File: config.mk
export PLATFORM = sky130hd
export DESIGN_NAME = lossy_msg_fifo
export DESIGN_NICKNAME = d
export VERILOG_FILES = /design/src/rtl/lossy_fifo_pkg.sv /design/src/rtl/lossy_fifo_ctrl.sv /design/src/rtl/lossy_fifo_dp.sv /design/src/rtl/lossy_msg_fifo.sv
export SDC_FILE = /design/constraint.sdc
export NUM_CORES = 1
export LEC_CHECK = 0
export BUFFER_PORTS_ARGS = -buffer_cell sky130_fd_sc_hd__buf_2
export CORE_MARGIN = 5
export CORE_UTILIZATION = 51
export DETAILED_ROUTE_END_ITERATION = 8
export PLACE_DENSITY = 0.75
export SLEW_MARGIN = 20
export SYNTH_ARGS = -nofsm -noshare
export SYNTH_HDL_FRONTEND = slang
export SYNTH_SLANG_ARGS = --single-unit
File: constraint.sdc
create_clock -name clk -period 2.6 [get_ports clk]
set_input_delay 0.52 -clock clk [delete_from_list [all_inputs] [get_ports clk]]
set_output_delay 0.52 -clock clk [all_outputs]
set_load 0.005 [all_outputs]
File: src/rtl/lossy_fifo_pkg.sv
package lossy_fifo_pkg;
  // strobes from control to datapath
  typedef struct packed {
    logic shiftIn;   // push the write word into the window
    logic loadOut;   // capture the selected word as read data
  } fifoStrobes_t;
endpackage

File: src/rtl/lossy_fifo_ctrl.sv
module lossy_fifo_ctrl
  import lossy_fifo_pkg::*;
#(
  parameter int DEPTH = 4,
  localparam int CNT_W = $clog2(DEPTH + 1)
) (
  input  logic             clk,
  input  logic             rst,
  input  logic             accessStb,
  input  logic             wrStb,
  input  logic             rdStb,
  output fifoStrobes_t     strb,
  output logic [CNT_W-1:0] rdIdx,
  output logic [CNT_W-1:0] count,
  output logic             wrOk,
  output logic             rdOk
);
  localparam logic [CNT_W-1:0] FULL = CNT_W'(DEPTH);

  logic [CNT_W-1:0] cntQ;
  logic             doWr, doRd;

  assign doWr = accessStb & wrStb;
  assign doRd = accessStb & rdStb;
  assign wrOk = (cntQ < FULL);
  assign rdOk = (cntQ != '0);

  assign strb.shiftIn = doWr;
  assign strb.loadOut = doRd & rdOk;
  assign rdIdx        = FULL - cntQ;
  assign count        = cntQ;

  always_ff @(posedge clk) begin
    if (rst) begin
      cntQ <= '0;
    end else if (doWr && wrOk) begin
      cntQ <= cntQ + 1'b1;
    end else if (doRd && rdOk) begin
      cntQ <= cntQ - 1'b1;
    end
  end


  no_overflow_chk: assert property (@(posedge clk) disable iff (rst)
    cntQ <= FULL);


  wr_step_chk: assert property (@(posedge clk) disable iff (rst)
    (doWr && wrOk) |=> (cntQ == $past(cntQ) + 1'b1));


  rd_step_chk: assert property (@(posedge clk) disable iff (rst)
    (doRd && rdOk) |=> (cntQ == $past(cntQ) - 1'b1));
endmodule

File: src/rtl/lossy_fifo_dp.sv
module lossy_fifo_dp
  import lossy_fifo_pkg::*;
#(
  parameter int                 DEPTH        = 4,
  parameter int                 WIDTH        = 8,
  parameter logic [WIDTH-1:0]   DEFAULT_WORD = '0,
  localparam int                CNT_W        = $clog2(DEPTH + 1)
) (
  input  logic             clk,
  input  logic             rst,
  input  fifoStrobes_t     strb,
  input  logic [CNT_W-1:0] rdIdx,
  input  logic [WIDTH-1:0] wrData,
  output logic [WIDTH-1:0] rdData
);
  // window of recent writes, index DEPTH-1 is the newest
  logic [WIDTH-1:0] win [DEPTH];
  logic [WIDTH-1:0] selWord;
  logic [WIDTH-1:0] outQ;

  generate
    for (genvar g = 0; g < DEPTH; g++) begin : g_win
      if (g == DEPTH - 1) begin : g_newest
        always_ff @(posedge clk) begin
          if (rst)               win[g] <= '0;
          else if (strb.shiftIn) win[g] <= wrData;
        end
      end else begin : g_older
        always_ff @(posedge clk) begin
          if (rst)               win[g] <= '0;
          else if (strb.shiftIn) win[g] <= win[g+1];
        end
      end
    end
  endgenerate

  always_comb begin
    selWord = '0;
    for (int i = 0; i < DEPTH; i++) begin
      if (rdIdx == CNT_W'(i)) selWord = win[i];
    end
  end

  always_ff @(posedge clk) begin
    if (rst)               outQ <= DEFAULT_WORD;
    else if (strb.loadOut) outQ <= selWord;
  end

  assign rdData = outQ;


  newest_store_chk: assert property (@(posedge clk) disable iff (rst)
    strb.shiftIn |=> (win[DEPTH-1] == $past(wrData)));
endmodule

File: src/rtl/lossy_msg_fifo.sv
module lossy_msg_fifo
  import lossy_fifo_pkg::*;
#(
  parameter int               DEPTH        = 4,
  parameter int               WIDTH        = 8,
  parameter logic [WIDTH-1:0] DEFAULT_WORD = 8'hA5,
  localparam int              CNT_W        = $clog2(DEPTH + 1)
) (
  input  logic             clk,
  input  logic             rst,
  input  logic             accessStb,
  input  logic             wrStb,
  input  logic [WIDTH-1:0] wrData,
  input  logic             rdStb,
  output logic [WIDTH-1:0] rdData,
  output logic [CNT_W-1:0] occupancy,
  output logic             wrAllowed,
  output logic             rdAllowed
);
  fifoStrobes_t     strb;
  logic [CNT_W-1:0] rdIdx;

  lossy_fifo_ctrl #(.DEPTH(DEPTH)) i_ctrl (
    .clk(clk), .rst(rst), .accessStb(accessStb), .wrStb(wrStb),
    .rdStb(rdStb), .strb(strb), .rdIdx(rdIdx), .count(occupancy),
    .wrOk(wrAllowed), .rdOk(rdAllowed)
  );

  lossy_fifo_dp #(.DEPTH(DEPTH), .WIDTH(WIDTH), .DEFAULT_WORD(DEFAULT_WORD)) i_dp (
    .clk(clk), .rst(rst), .strb(strb), .rdIdx(rdIdx),
    .wrData(wrData), .rdData(rdData)
  );


  full_hold_chk: assert property (@(posedge clk) disable iff (rst)
    (accessStb && wrStb && !wrAllowed) |=> (occupancy == CNT_W'(DEPTH)));


  empty_read_chk: assert property (@(posedge clk) disable iff (rst)
    (accessStb && rdStb && !rdAllowed) |=> ($stable(rdData) && occupancy == '0));


  idle_chk: assert property (@(posedge clk) disable iff (rst)
    (!accessStb || (!wrStb && !rdStb)) |=> ($stable(rdData) && $stable(occupancy)));


  excl_chk: assert property (@(posedge clk) disable iff (rst)
    !(accessStb && wrStb && rdStb));
endmodule

Word level (Yosys, flattened, before mapping) --
Memory sizes are Yosys's and may differ from the RTL's. Index checks and enable logic that the tools add are counted. W data, S select, Z words.
Word-level totals: register bits after elaboration 11, RAM bits 32, input port bits 13, output and inout bits 13, word-level logic and storage cells 37, memories kept 1
Memories:
- i_dp.win | depth 4, width 8, read ports 4, clocked after Yosys merged registers in 0, wr ports 4, line lossy_fifo_dp.sv:17 | logic [WIDTH-1:0] win [DEPTH];
Operators by class: add/sub/neg operators 3, order comparisons 1, equal/unequal tests 3, muxes and demuxes 15, bitwise gates (word level) 7, reductions and logical operators 5
Operators by type and width (count):
- $mux W8 | 8
- $eq A3 B2 Y1 const B | 2
- $mux W3 | 2
- $mux W1 | 5
- $or A1 B1 Y1 | 4
- $add A3 B1 Y3 const B | 1
- $and A1 B1 Y1 | 3
- $eq A3 B1 Y1 const B | 1
- $logic_not A3 Y1 | 1
- $lt A3 B3 Y1 const B | 1
- $reduce_bool A3 Y1 | 1
- $sub A3 B1 Y3 const B | 1
- $sub A3 B3 Y3 const A | 1
- $logic_and A1 B1 Y1 | 2
- $reduce_bool A2 Y1 | 1

Depth between registers and ports, before layout --
depth in word-level cells 6, mapped depth 9, depth with buffers taken out 8

Hierarchy --
Synthesis repeated with hierarchy kept, for this count alone.
Unflattened totals: cells, all modules 130, area total of the unflattened synthesis 1940.6 µm²
By module, submodules not included:
- lossy_fifo_dp | times used 1, cells an instance 99, area each 1661.6 µm², sequential area each 1121.1 µm²
- lossy_fifo_ctrl | times used 1, cells an instance 31, area each 279.0 µm², sequential area each 60.1 µm²

Worst setup path before layout --
OpenSTA, ideal clock, no wires.
path kind reg2reg, from register i_ctrl.cntQ[0] (netlist: i_ctrl.count[0]), to register i_ctrl.cntQ[2] (netlist: i_ctrl.count[2]), setup time 62 ps, arrival 2439 ps, required time 2538 ps, slack 99 ps, stages on the path, launching flop included 10, path buffers 1, period minus slack after synthesis 2501 ps, path through dfxtp_1 -> buf_2 -> nor2_1 -> ha_1 -> and3b_1 -> nand2_1 -> fa_1 -> nor4bb_1 -> or4b_1 -> nand3_1
Between the ends: longest elaborated chain between the ends 3, elaborated cells between the ends (all ways) 9, classes of those cells add/sub (2); order compare (1); mux (2); reduce/logical (4)
RTL lines:
- from (decl) | line lossy_fifo_ctrl.sv:20 | logic [CNT_W-1:0] cntQ;
- from (signal assigned) | line lossy_fifo_ctrl.sv:37 | cntQ <= cntQ + 1'b1;
- from (signal assigned) | line lossy_fifo_ctrl.sv:39 | cntQ <= cntQ - 1'b1;
- $sub A3 B1 Y3 (tied with other cells) | line lossy_fifo_ctrl.sv:39
- $mux W3 (tied with other cells) | line lossy_fifo_ctrl.sv:38 | end else if (doRd && rdOk) begin
- $mux W3 or $reduce_bool A2 Y1 (tied branches)
Parallel ways exist; a longest one is shown, timed or not. The select of a mux whose other input is x is not followed. A chain may end at the register's enable or synchronous reset.

Worst setup path in the final report --
from register i_ctrl.cntQ[1] (netlist: i_ctrl.count[1]), to register i_ctrl.cntQ[2] (netlist: i_ctrl.count[2])
The elaborated chain is that of the path after synthesis.

==> impl_metrics.yaml <==
detailed_routing:
  detail_route.iter0.violations: 66
  drt_wl_total_um: 3340
  final_antenna_net_count: 0
  firstDrtPassIters: 4
  detail_route.vias_per_cell: 5.57
  post-route-drc-count: 0
  detail_route.wl_per_cell_um: 15.9
  vias: 1169
cts:
  postCtsResizedCells: 0
  number_of_post_cts_setup_repair_buffers: 0
  tritoncts: "yes"
  root_buffer: "clkbuf_8"
  ctsHoldBuffers: 0
  insertion_delay_ns: 0.30
  htree_num_levels: 2
  clock_path_buffers: 2
  cts_inserted_buffers: 5
  cts_sinks: 43
  cts.clk_slew.worst_paths_ns: 0.08
final_layout:
  num_antenna_cells: 0
  drive_gt1_share_pct: 24.7
  finalNetCount: 177
  finish.instance_area_sq_mm: 0.00219
  final_cell_mix: "and2_1, edfxtp_1, buf_2, dfxtp_1, nor2_1"
  areaGrowthSynthToFinish_pct: 13.8
  finalNonFillerCells: 210
setup_path:
  crit_fanout: 5
  worstReg2RegStart: "i_ctrl.count[1]"
  setup.worst_path.end_class: "flip-flop"
  crit-reg2reg-capture: "i_ctrl.count[2]"
  critPathBufInv: 0
  cpPeakStageDelay_ns: 0.48
  cp_data_arrival_time_ns: 2.65
  worst-setup-path-type: "reg -> reg"
  number_of_cells_traversed_by_the_worst_register_to_register_path: 8
  r2r_slack_ns: 0.20
  cp_top_family: "simple AND/OR/NAND/NOR gates"
  required_ns: 2.84
  worstSetupStartpointType: "flip-flop"
  cell_at_the_slowest_stage_of_the_critical_path: "or4b_1"
  worstPathCellList: "nor2_1 > ha_1 > and3b_1 > nand2_1 > fa_1 > nor4bb_1 > or4b_1 > nand3_1"
placed_design:
  finalWeightedCongestion: 0.932
  place_hpwl_um: 2320
  area_after_dpl_sq_mm: 0.00211
  post-place-ws_ns: 0.207
  port_buffers: 25
  dp_cells: 202
hold_path:
  hold-path-endpoint: "i_dp.rdData[7]"
  min-delay-start: "i_dp.rdData[7]"
  worst_hold_path_type: "reg -> reg"
  cell_depth_of_the_worst_hold_path: 1
floorplanning:
  design.die.area_sq_mm: 0.00510
  placeableCoreArea_sq_mm: 0.00366
  vertical_die_dimension_um: 71.4
  num_rows: 22
  io_pins: 26
  die_width_um: 71.4
  start_util_pct: 52.6
logic_synthesis:
  main_area_contributors_after_synthesis: "edfxtp_1, dfxtp_1, and2_1, mux4_1, mux4_2"
  synthesis.instances: 132
  synth_top_area_share_pct: 49.9
  number_of_register_bits_inferred_by_synthesis: 43
  synth_top_area_cell: "edfxtp_1"
  seq_area_frac_synth_pct: 61.3
  number_of_unique_standard_cell_types_used_by_synthesis: 30
  synth.avg_cell_area_sq_um: 14.6
  synth-warning-count: 0
  mappedNetlistArea_sq_mm: 0.00193
  mappedNetlistNets: 148
status:
  run_status: "completed"
sta:
  timing.final.max_slew_violations: 0
  fmax_mhz: 416
  finalCritPeriodShare_pct: 92.4
  post_route_setup_slack_ns: 0.197
  min_period_ns: 2.40
  rsz_0062_raised_after_global_routing: "no"
  timing.final.hold_violations: 0
  final.setup_skew_ns: 0.00820
  summed_negative_setup_slack_over_all_endpoints_ns: 0
  slew_headroom_pct: 62.1
  tightest_pin_transition_ns: 0.567
  setup-violations-final: 0
global_route:
  grt_first_pass_wirelength_um: 5780
  grt_start_max_net_pins: 29
  grt_antenna_before_repair: 0
  global_route.usage.total_pct: 14.6
  grt_pass1_vias: 1181
  globalRoute.totalOverflow: 0
power:
  net-switching-power_mw: 0.412
  switching_share_pct: 26.3
  report.power.total_mw: 1.57
  power.leakage_nw: 0.876
  pint_mw: 1.16
  vdd_drop_max_v: 0.000371
  sequentialPowerShare_pct: 52.8
  pwr-share-comb_pct: 21.5
  clock_power_share_pct: 25.7
  power_per_cell_area_mw_per_mm2: 716
run:
  maxCapViolations: 0
[sequential cells by signal, summed over array words and instances, names as in the netlist]
register and count:
i_dp.rdData 8, i_ctrl.count 3, i_dp.win 32
[cell type report]
| cell class | count | area [sq um] |
|---|---|---|
| inverter | 2 | 7.51 |
| clock inverter | 1 | 5.00 |
| fill | 282 | 1470 |
| multi-input combinational | 79 | 698 |
| tap | 48 | 60.1 |
| sequential | 43 | 1180 |
| clock buffer | 7 | 76.3 |
| timing repair buffer | 30 | 163 |
[power by group through the flow]
stage	Sequential [mW]	Clock (mW)	Combinational, mW
global placement	0.837	0	0.328
detailed placement	0.843	0	0.340
finish	0.828	0.403	0.337
CTS	0.828	0.416	0.341
global route	0.836	0.446	0.371
floorplan	0.845	0	0.226
[how the worst max path moves through the flow]
stage                    startpoint              end  slack (ns)  cells after the start
detailed placement  i_ctrl.count[1]  i_ctrl.count[2]        0.21                      8
floorplan           i_ctrl.count[0]  i_ctrl.count[2]         0.1                      9
CTS                 i_ctrl.count[1]  i_ctrl.count[2]        0.20                      8
global route        i_ctrl.count[1]  i_ctrl.count[2]        0.06                      8
finish              i_ctrl.count[1]  i_ctrl.count[2]        0.20                      8
global placement          accessStb  i_ctrl.count[2]        0.37                      7
[cells by family (layout without fill, tap and decap cells)]
kind of cell / Yosys count / after routing / synth area share [%]
and+or+nand+nor: 54 / 54 / 17.2
DFF: 43 / 43 / 61.3
AOI/OAI and AO/OA: 12 / 12 / 5.26
muxes: 10 / 10 / 11.4
buffers and inverters: 10 / 40 / 2.40
adders and majority gates: 3 / 3 / 2.34
[per-stage QoR]
step	utilization [%]	hold WS [ns]
floorplan	-	0.482
global placement	57.6	0.466
detailed placement	57.6	0.474
CTS	59.8	0.489
global route	59.8	0.483
finish	59.8	0.488
[cell usage after synthesis, drive strengths merged]
cell type,count
ha,2
inv,2
a2111o,1
nor4bb,1
nor2,7
a21boi,1
nand3,1
nand3b,1
a221o,4
dfxtp,11
mux2i,1
and4b,1
mux2,1
clkbuf,6
and2,32
edfxtp,32
a22oi,4
buf,2
nand2b,3
nor3b,2
nand2,2
fa,1
or4b,1
o21ai,1
and3b,1
nor2b,2
o211ai,1
mux4,8
[metal layers]
layer	vias up	wire, um	global-route usage [%]
li1	549	-	-
met1	582	1480	18.8
met2	32	1580	21.5
met3	6	227	5.33
met4	0	55	7.52
met5	-	0	0
Note: power is estimated with default switching activity, not from simulation.
